[config.mk]
export PLATFORM = sky130hd
export DESIGN_NAME = clkgen_mode_ctrl
export DESIGN_NICKNAME = d
export VERILOG_FILES = /design/src/rtl/cgm_pkg.sv /design/src/rtl/cgm_mode_decode.sv /design/src/rtl/cgm_out_map.sv /design/src/rtl/cgm_lock_mon.sv /design/src/rtl/clkgen_mode_ctrl.sv
export SDC_FILE = /design/constraint.sdc
export NUM_CORES = 1
export LEC_CHECK = 0
export ABC_AREA = 1
export CORE_AREA = 2 2 39 41
export DETAILED_ROUTE_END_ITERATION = 10
export DIE_AREA = 0 0 41 43
export HOLD_SLACK_MARGIN = 0.08
export PLACE_DENSITY = 0.71
export SLEW_MARGIN = 5
export SYNTH_ARGS = -nofsm -noshare
export SYNTH_HDL_FRONTEND = slang
export SYNTH_SLANG_ARGS = --single-unit
[constraint.sdc]
create_clock -name clk -period 1.1 [get_ports clk]
set_clock_uncertainty 0.2 [all_clocks]
set_input_delay 0.165 -clock clk [delete_from_list [all_inputs] [get_ports clk]]
set_output_delay 0.165 -clock clk [all_outputs]
set_load 0.01 [all_outputs]
[src/rtl/cgm_pkg.sv]
package cgm_pkg;
    typedef enum logic [2:0] {
        MD_FEI  = 3'd0,
        MD_FBI  = 3'd1,
        MD_PBE  = 3'd2,
        MD_BLPI = 3'd3,
        MD_BLPE = 3'd4,
        MD_PBI  = 3'd5,
        MD_FBE  = 3'd6,
        MD_BAD  = 3'd7
    } cgm_mode_e;

    localparam logic [1:0] MUX_LOOP = 2'd0;
    localparam logic [1:0] MUX_IREF = 2'd1;
    localparam logic [1:0] MUX_EREF = 2'd2;

    localparam logic [1:0] DBG_NONE = 2'd0;
    localparam logic [1:0] DBG_FLL  = 2'd1;
    localparam logic [1:0] DBG_HALF = 2'd2;

    localparam logic [1:0] SRC_LOOP = 2'b00;
    localparam logic [1:0] SRC_IREF = 2'b01;
    localparam logic [1:0] SRC_EREF = 2'b10;

    typedef struct packed {
        logic [1:0] mux_sel;
        logic       pll_en;
        logic       fll_en;
        logic [1:0] dbg_sel;
    } cgm_ctl_t;
endpackage

[src/rtl/cgm_mode_decode.sv]
module cgm_mode_decode
    import cgm_pkg::*;
(
    input  logic [1:0] src_sel,
    input  logic       int_ref_sel,
    input  logic       pll_sel,
    input  logic       low_pwr,
    input  logic       dbg_active,
    output cgm_mode_e  next_mode
);
    logic lp_eff;

    always_comb begin
        lp_eff    = low_pwr & ~dbg_active;
        next_mode = MD_BAD;
        unique case (src_sel)
            SRC_LOOP: begin
                if (int_ref_sel && !pll_sel)
                    next_mode = MD_FEI;
            end
            SRC_IREF: begin
                if (int_ref_sel) begin
                    if (lp_eff)
                        next_mode = MD_BLPI;
                    else if (pll_sel)
                        next_mode = MD_PBI;
                    else
                        next_mode = MD_FBI;
                end
            end
            SRC_EREF: begin
                if (!int_ref_sel) begin
                    if (lp_eff)
                        next_mode = MD_BLPE;
                    else if (pll_sel)
                        next_mode = MD_PBE;
                    else
                        next_mode = MD_FBE;
                end
            end
            default: next_mode = MD_BAD;
        endcase
    end
endmodule

[src/rtl/cgm_out_map.sv]
module cgm_out_map
    import cgm_pkg::*;
(
    input  cgm_mode_e mode,
    input  logic      dbg_q,
    output cgm_ctl_t  ctl
);
    always_comb begin
        ctl = '{mux_sel: MUX_LOOP, pll_en: 1'b0, fll_en: 1'b1, dbg_sel: DBG_FLL};
        unique case (mode)
            MD_FEI, MD_BAD: ;
            MD_FBI: ctl.mux_sel = MUX_IREF;
            MD_FBE: ctl.mux_sel = MUX_EREF;
            MD_PBE, MD_PBI: begin
                ctl.mux_sel = (mode == MD_PBE) ? MUX_EREF : MUX_IREF;
                ctl.pll_en  = 1'b1;
                ctl.fll_en  = dbg_q;
                ctl.dbg_sel = dbg_q ? DBG_HALF : DBG_NONE;
            end
            MD_BLPI, MD_BLPE: begin
                ctl.mux_sel = (mode == MD_BLPE) ? MUX_EREF : MUX_IREF;
                ctl.fll_en  = 1'b0;
                ctl.dbg_sel = DBG_NONE;
            end
            default: ;
        endcase
    end
endmodule

[src/rtl/cgm_lock_mon.sv]
module cgm_lock_mon #(
    parameter int LOCK_CYC = 2
) (
    input  logic clk,
    input  logic rst_n,
    input  logic in_pbe,
    input  logic pll_lock,
    output logic lock_wait
);
    localparam int CW = $clog2(LOCK_CYC + 1);
    localparam logic [CW-1:0] CNT_MAX = CW'(LOCK_CYC);

    logic [CW-1:0] cnt_q;

    always_ff @(posedge clk or negedge rst_n) begin
        if (!rst_n)
            cnt_q <= '0;
        else if (in_pbe && pll_lock) begin
            if (cnt_q != CNT_MAX)
                cnt_q <= cnt_q + 1'b1;
        end else
            cnt_q <= '0;
    end

    assign lock_wait = in_pbe && (cnt_q != CNT_MAX);

    // a low lock sample in PBE keeps or restarts the wait
    p_wait_restart_r11: assert property (@(posedge clk) disable iff (!rst_n)
        (in_pbe && !pll_lock) |=> (!in_pbe || lock_wait));

    // the wait status never shows outside PBE
    p_wait_gated_r11: assert property (@(posedge clk) disable iff (!rst_n)
        lock_wait |-> in_pbe);
endmodule

[src/rtl/clkgen_mode_ctrl.sv]
module clkgen_mode_ctrl
    import cgm_pkg::*;
#(
    parameter int LOCK_CYC = 2
) (
    input  logic       clk,
    input  logic       rst_n,
    input  logic [1:0] src_sel,
    input  logic       int_ref_sel,
    input  logic       pll_sel,
    input  logic       low_pwr,
    input  logic       dbg_active,
    input  logic       pll_lock,
    output logic [1:0] clk_mux_sel,
    output logic       pll_en,
    output logic       fll_en,
    output logic [1:0] dbg_clk_sel,
    output logic [2:0] mode_code,
    output logic       lock_wait
);
    cgm_mode_e mode_q;
    cgm_mode_e mode_d;
    logic      dbg_q;
    cgm_ctl_t  ctl;

    cgm_mode_decode u_dec (
        .src_sel     (src_sel),
        .int_ref_sel (int_ref_sel),
        .pll_sel     (pll_sel),
        .low_pwr     (low_pwr),
        .dbg_active  (dbg_active),
        .next_mode   (mode_d)
    );

    always_ff @(posedge clk or negedge rst_n) begin
        if (!rst_n) begin
            mode_q <= MD_FEI;
            dbg_q  <= 1'b0;
        end else begin
            mode_q <= mode_d;
            dbg_q  <= dbg_active;
        end
    end

    cgm_out_map u_map (
        .mode  (mode_q),
        .dbg_q (dbg_q),
        .ctl   (ctl)
    );

    cgm_lock_mon #(.LOCK_CYC(LOCK_CYC)) u_lock (
        .clk       (clk),
        .rst_n     (rst_n),
        .in_pbe    (mode_q == MD_PBE),
        .pll_lock  (pll_lock),
        .lock_wait (lock_wait)
    );

    assign clk_mux_sel = ctl.mux_sel;
    assign pll_en      = ctl.pll_en;
    assign fll_en      = ctl.fll_en;
    assign dbg_clk_sel = ctl.dbg_sel;
    assign mode_code   = mode_q;

    // PBE routes the external reference and runs the PLL
    p_pbe_routes_ext_r2: assert property (@(posedge clk) disable iff (!rst_n)
        (mode_code == 3'd2) |-> (pll_en && clk_mux_sel == 2'd2));

    // the halved debug clock needs a running FLL
    p_half_needs_fll_r3: assert property (@(posedge clk) disable iff (!rst_n)
        (dbg_clk_sel == 2'd2) |-> fll_en);

    // low-power bypass modes stop both loops
    p_lp_quiet_r4: assert property (@(posedge clk) disable iff (!rst_n)
        (mode_code == 3'd3 || mode_code == 3'd4) |-> (!pll_en && !fll_en && dbg_clk_sel == 2'd0));

    // an active debug flag keeps the next mode out of low power
    p_dbg_leaves_lp_r6: assert property (@(posedge clk) disable iff (!rst_n)
        dbg_active |=> (mode_code != 3'd3 && mode_code != 3'd4));

    // unsupported code drives the default settings
    p_bad_default_r9: assert property (@(posedge clk) disable iff (!rst_n)
        (mode_code == 3'd7) |-> (clk_mux_sel == 2'd0 && !pll_en && fll_en && dbg_clk_sel == 2'd1));
endmodule

==> qor.log <==
qor: timing.report.final.hold_viol_count 6
qor: yosys.synth_nets 66
qor: yosys.synth_fa_ha_area_share 3.165%
qor: global_route.grt_first_pass_wirelength 1538 um
qor: routing.first_pass_iters 1
qor: clocking.clk_path_buf_depth 2
qor: timing.grt_setup_unrepaired yes
qor: yosys.synth-seq-cells 6
qor: timing.post-route-min-period 1.567 ns
qor: timing.setup_viol 12
qor: critical_path.r2r_end u_lock.cnt_q[0]$_DFFE_PN0P_
qor: routing.antenna_left 0
qor: yosys.postSynthAreaPerCell 7.060 um^2
qor: yosys.synth_mux_area_share 0%
qor: worst_hold_path.hp-class input pin to asynchronous set/reset pin
qor: run_status.violated_checks negative hold slack, negative setup slack
qor: final_layout.antenna-diode-count 0
qor: timing.hold_slack -0.04579 ns
qor: placed_design.dpl.hpwl 758 um
qor: timing.fmax 638.1 MHz
qor: die.floorplan.rows 14
qor: critical_path.timing.critical_path.fanout_max 4
qor: global_route.grt_antenna_before_repair 0
qor: routing.num_vias 468
qor: yosys.syn_area 395.4 um^2
qor: global_route.grt_pass1_vias 430
qor: timing.drv_slew 0
qor: final_layout.finalInstanceArea 790.8 um^2
qor: yosys.synthSimpleGateAreaFrac 34.18%
qor: critical_path.capture_point_of_the_worst_path dbg_clk_sel[0]
qor: yosys.synth.distinct_cells 16
qor: critical_path.timing.critical_path.arrival 1.20 ns
qor: critical_path.r2r.worst_path.cells 5
qor: clocking.insertion_delay 0.24 ns
qor: die.floorplan_core_area 0.001384 mm^2
qor: timing.worst_pin_slew 0.2538 ns
qor: clocking.cts_max_level 1
qor: critical_path.classification_of_the_worst_setup_path flop to output pin
qor: yosys.synth-xor-area-share 2.215%
qor: global_route.grt_remaining_overflow 0
qor: die.die_area 0.001763 mm^2
qor: global_route.global_route.usage.total 13.07%
qor: clocking.cts_tree built
qor: critical_path.reg2reg_slack -0.16 ns
qor: final_layout.most-common-layout-cells 10 x sky130_fd_sc_hd__nand2_1, 10 x sky130_fd_sc_hd__buf_6, 9 x sky130_fd_sc_hd__inv_1, 7 x sky130_fd_sc_hd__buf_4, 6 x sky130_fd_sc_hd__buf_2
qor: critical_path.startpoint mode_code[2]$_DFF_PN0_
qor: final_layout.final_cells 108
qor: clocking.cts-buffers-inserted 3
qor: timing.postLayoutSetupSlackWorst -0.4672 ns
qor: run_status.run_status finished with violations
qor: timing.ratio_of_final_minimum_period_to_clock_period 142.5%
qor: pwr.design_power_total 0.7757 mW
qor: yosys.yosys_warnings 0
qor: routing.first_iter_violations 0
qor: yosys.area_fraction_in_compound_gates_after_synthesis 8.861%
qor: routing.vias_cell 4.333
qor: final_layout.layout-area-overhead-vs-synth 100.0%
qor: final_layout.drive_above_1_share 51.09%
qor: critical_path.worst_setup_path_end_kind output pin
qor: placed_design.gp_routability_congestion 0.6918
qor: final_layout.final_util 57.14%
qor: routing.route.detailed.drc 0
qor: yosys.combinational_family_with_the_most_area_after_synthesis simple AND/OR/NAND/NOR gates
qor: die.die_x 41 um
qor: yosys.netlist_instances 56
qor: placed_design.post_place_instance_area 676.9 um^2
qor: pwr.power.ir.vdd_worst 0.0004218 V
qor: placed_design.io_buffers 18
qor: die.initial_core_util 28.57%
qor: run.drv_cap 0
qor: yosys.synth_sequential_area_ratio 37.97%
qor: pwr.cellPowerDensity 981.0 mW/mm^2
qor: global_route.largest_net_degree_at_the_start_of_global_routing 7
qor: timing.slew_limit_headroom 83.03%
qor: routing.routed_wirelength 992 um
qor: final_layout.layout.filler_cells 140
qor: clocking.ctsRootBufferMaster sky130_fd_sc_hd__clkbuf_4
qor: timing.setup-tns-final -4.134 ns
qor: pwr.total_leakage_power 0.4557 nW
qor: critical_path.critical_path_required 0.73 ns
qor: clocking.clk_transition_reported_paths 0.05 ns
qor: routing.routedWlPerCell 9.185 um
qor: critical_path.r2r_start mode_code[0]$_DFF_PN0_
qor: die.floorplan.io_pins 19
qor: placed_design.placed_cells_incl_taps 100
qor: final_layout.design.final.nets 103
qor: clocking.cts.sinks 6
qor: die.die_height 43 um
qor: critical_path.start_kind flop
-- layer usage --
layer	wire, um	vias up	share of wire (%)	GRT usage, %
met5	0	-	0	0
met4	0	0	0	8.000
met3	72	0	7.3	3.141
met2	587	17	59	23.13
met1	332	207	33	12.25
li1	-	244	-	-
-- critical path, cell delays in order, from the launching register on --
cell and delay [ns]:
sky130_fd_sc_hd__dfrtp_2 0.42, sky130_fd_sc_hd__inv_4 0.06, sky130_fd_sc_hd__o21ai_1 0.13, sky130_fd_sc_hd__nand2_1 0.11
sky130_fd_sc_hd__nand2_4 0.08, sky130_fd_sc_hd__inv_1 0.04, sky130_fd_sc_hd__buf_6 0.11
-- timing repair --
action | in CTS | in global routing
endpoints found under the hold margin | 6 | 7
setup endpoints to repair | 12 | 15
buffers inserted | 2 | 2
pin swaps | 3 | 6
gates resized for setup | 47 | 22
-- sequential cells by signal, summed over array words and instances (netlist names) --
| signal | count |
|---|---|
| mode_code | 3 |
| u_lock.cnt_q | 2 |
| dbg_q | 1 |
-- report_power, final --
group	switching, mW	internal (mW)	leakage (nW)
clock	0.0769	0.137	0.0150
combinational	0.138	0.168	0.372
sequential	0.0192	0.235	0.0688
total	0.235	0.541	0.456
-- cell usage after synthesis --
| cell type | number | area (um^2) |
|---|---|---|
| sky130_fd_sc_hd__ha_1 | 1 | 12.51 |
| sky130_fd_sc_hd__a21oi_1 | 3 | 15.01 |
| sky130_fd_sc_hd__inv_2 | 3 | 11.26 |
| sky130_fd_sc_hd__xor2_1 | 1 | 8.760 |
| sky130_fd_sc_hd__inv_1 | 10 | 37.54 |
| sky130_fd_sc_hd__nor2_1 | 4 | 15.01 |
| sky130_fd_sc_hd__o21ai_1 | 2 | 10.01 |
| sky130_fd_sc_hd__nand3_1 | 5 | 25.02 |
| sky130_fd_sc_hd__nand4_1 | 1 | 6.260 |
| sky130_fd_sc_hd__nand2_2 | 2 | 12.51 |
| sky130_fd_sc_hd__nand2_1 | 12 | 45.04 |
| sky130_fd_sc_hd__clkinv_2 | 1 | 5.000 |
| sky130_fd_sc_hd__nand2_4 | 1 | 11.26 |
| sky130_fd_sc_hd__o21ai_0 | 2 | 10.01 |
| sky130_fd_sc_hd__dfrtp_1 | 6 | 150.1 |
| sky130_fd_sc_hd__nand3_2 | 2 | 20.02 |
-- logic make-up after synthesis --
family	after synthesis
buf+inv	14
fa+ha+maj	1
flops	6
simple gates	27
compound gates	7
xor+xnor	1
-- how the worst min path moves through the flow --
| stage | cells past startpoint | to |
|---|---|---|
| 2_1_floorplan | 0 | dbg_q$_DFF_PN0_ |
| 3_3_place_gp | 1 | u_lock.cnt_q[0]$_DFFE_PN0P_ |
| 6_report | 1 | mode_code[2]$_DFF_PN0_ |
| 3_5_place_dp | 1 | u_lock.cnt_q[1]$_DFFE_PN0P_ |
| 5_1_grt | 1 | mode_code[2]$_DFF_PN0_ |
| 4_1_cts | 1 | mode_code[2]$_DFF_PN0_ |
-- layout make-up --
cell class                 instances  area [um^2]  area share [%]
inverter                          14        57.56           7.278
tap                               16        20.02           2.532
multi-input combinational         36        237.7           30.06
sequential                         6        153.9           19.46
clock buffer                       4        26.28           3.323
timing repair buffer              32        295.3           37.34
-- through the flow --
| step | hold WS (ns) | worst slack, ns |
|---|---|---|
| floorplan | -0.3306 | -0.1444 |
| finish | -0.04579 | -0.4672 |
| CTS | -0.04534 | -0.4891 |
| detailed placement | 0.2208 | -0.6053 |
| global placement | 0.2107 | -0.5871 |
| global route | -0.02616 | -0.5498 |
Note: power is estimated with default switching activity, not from simulation.
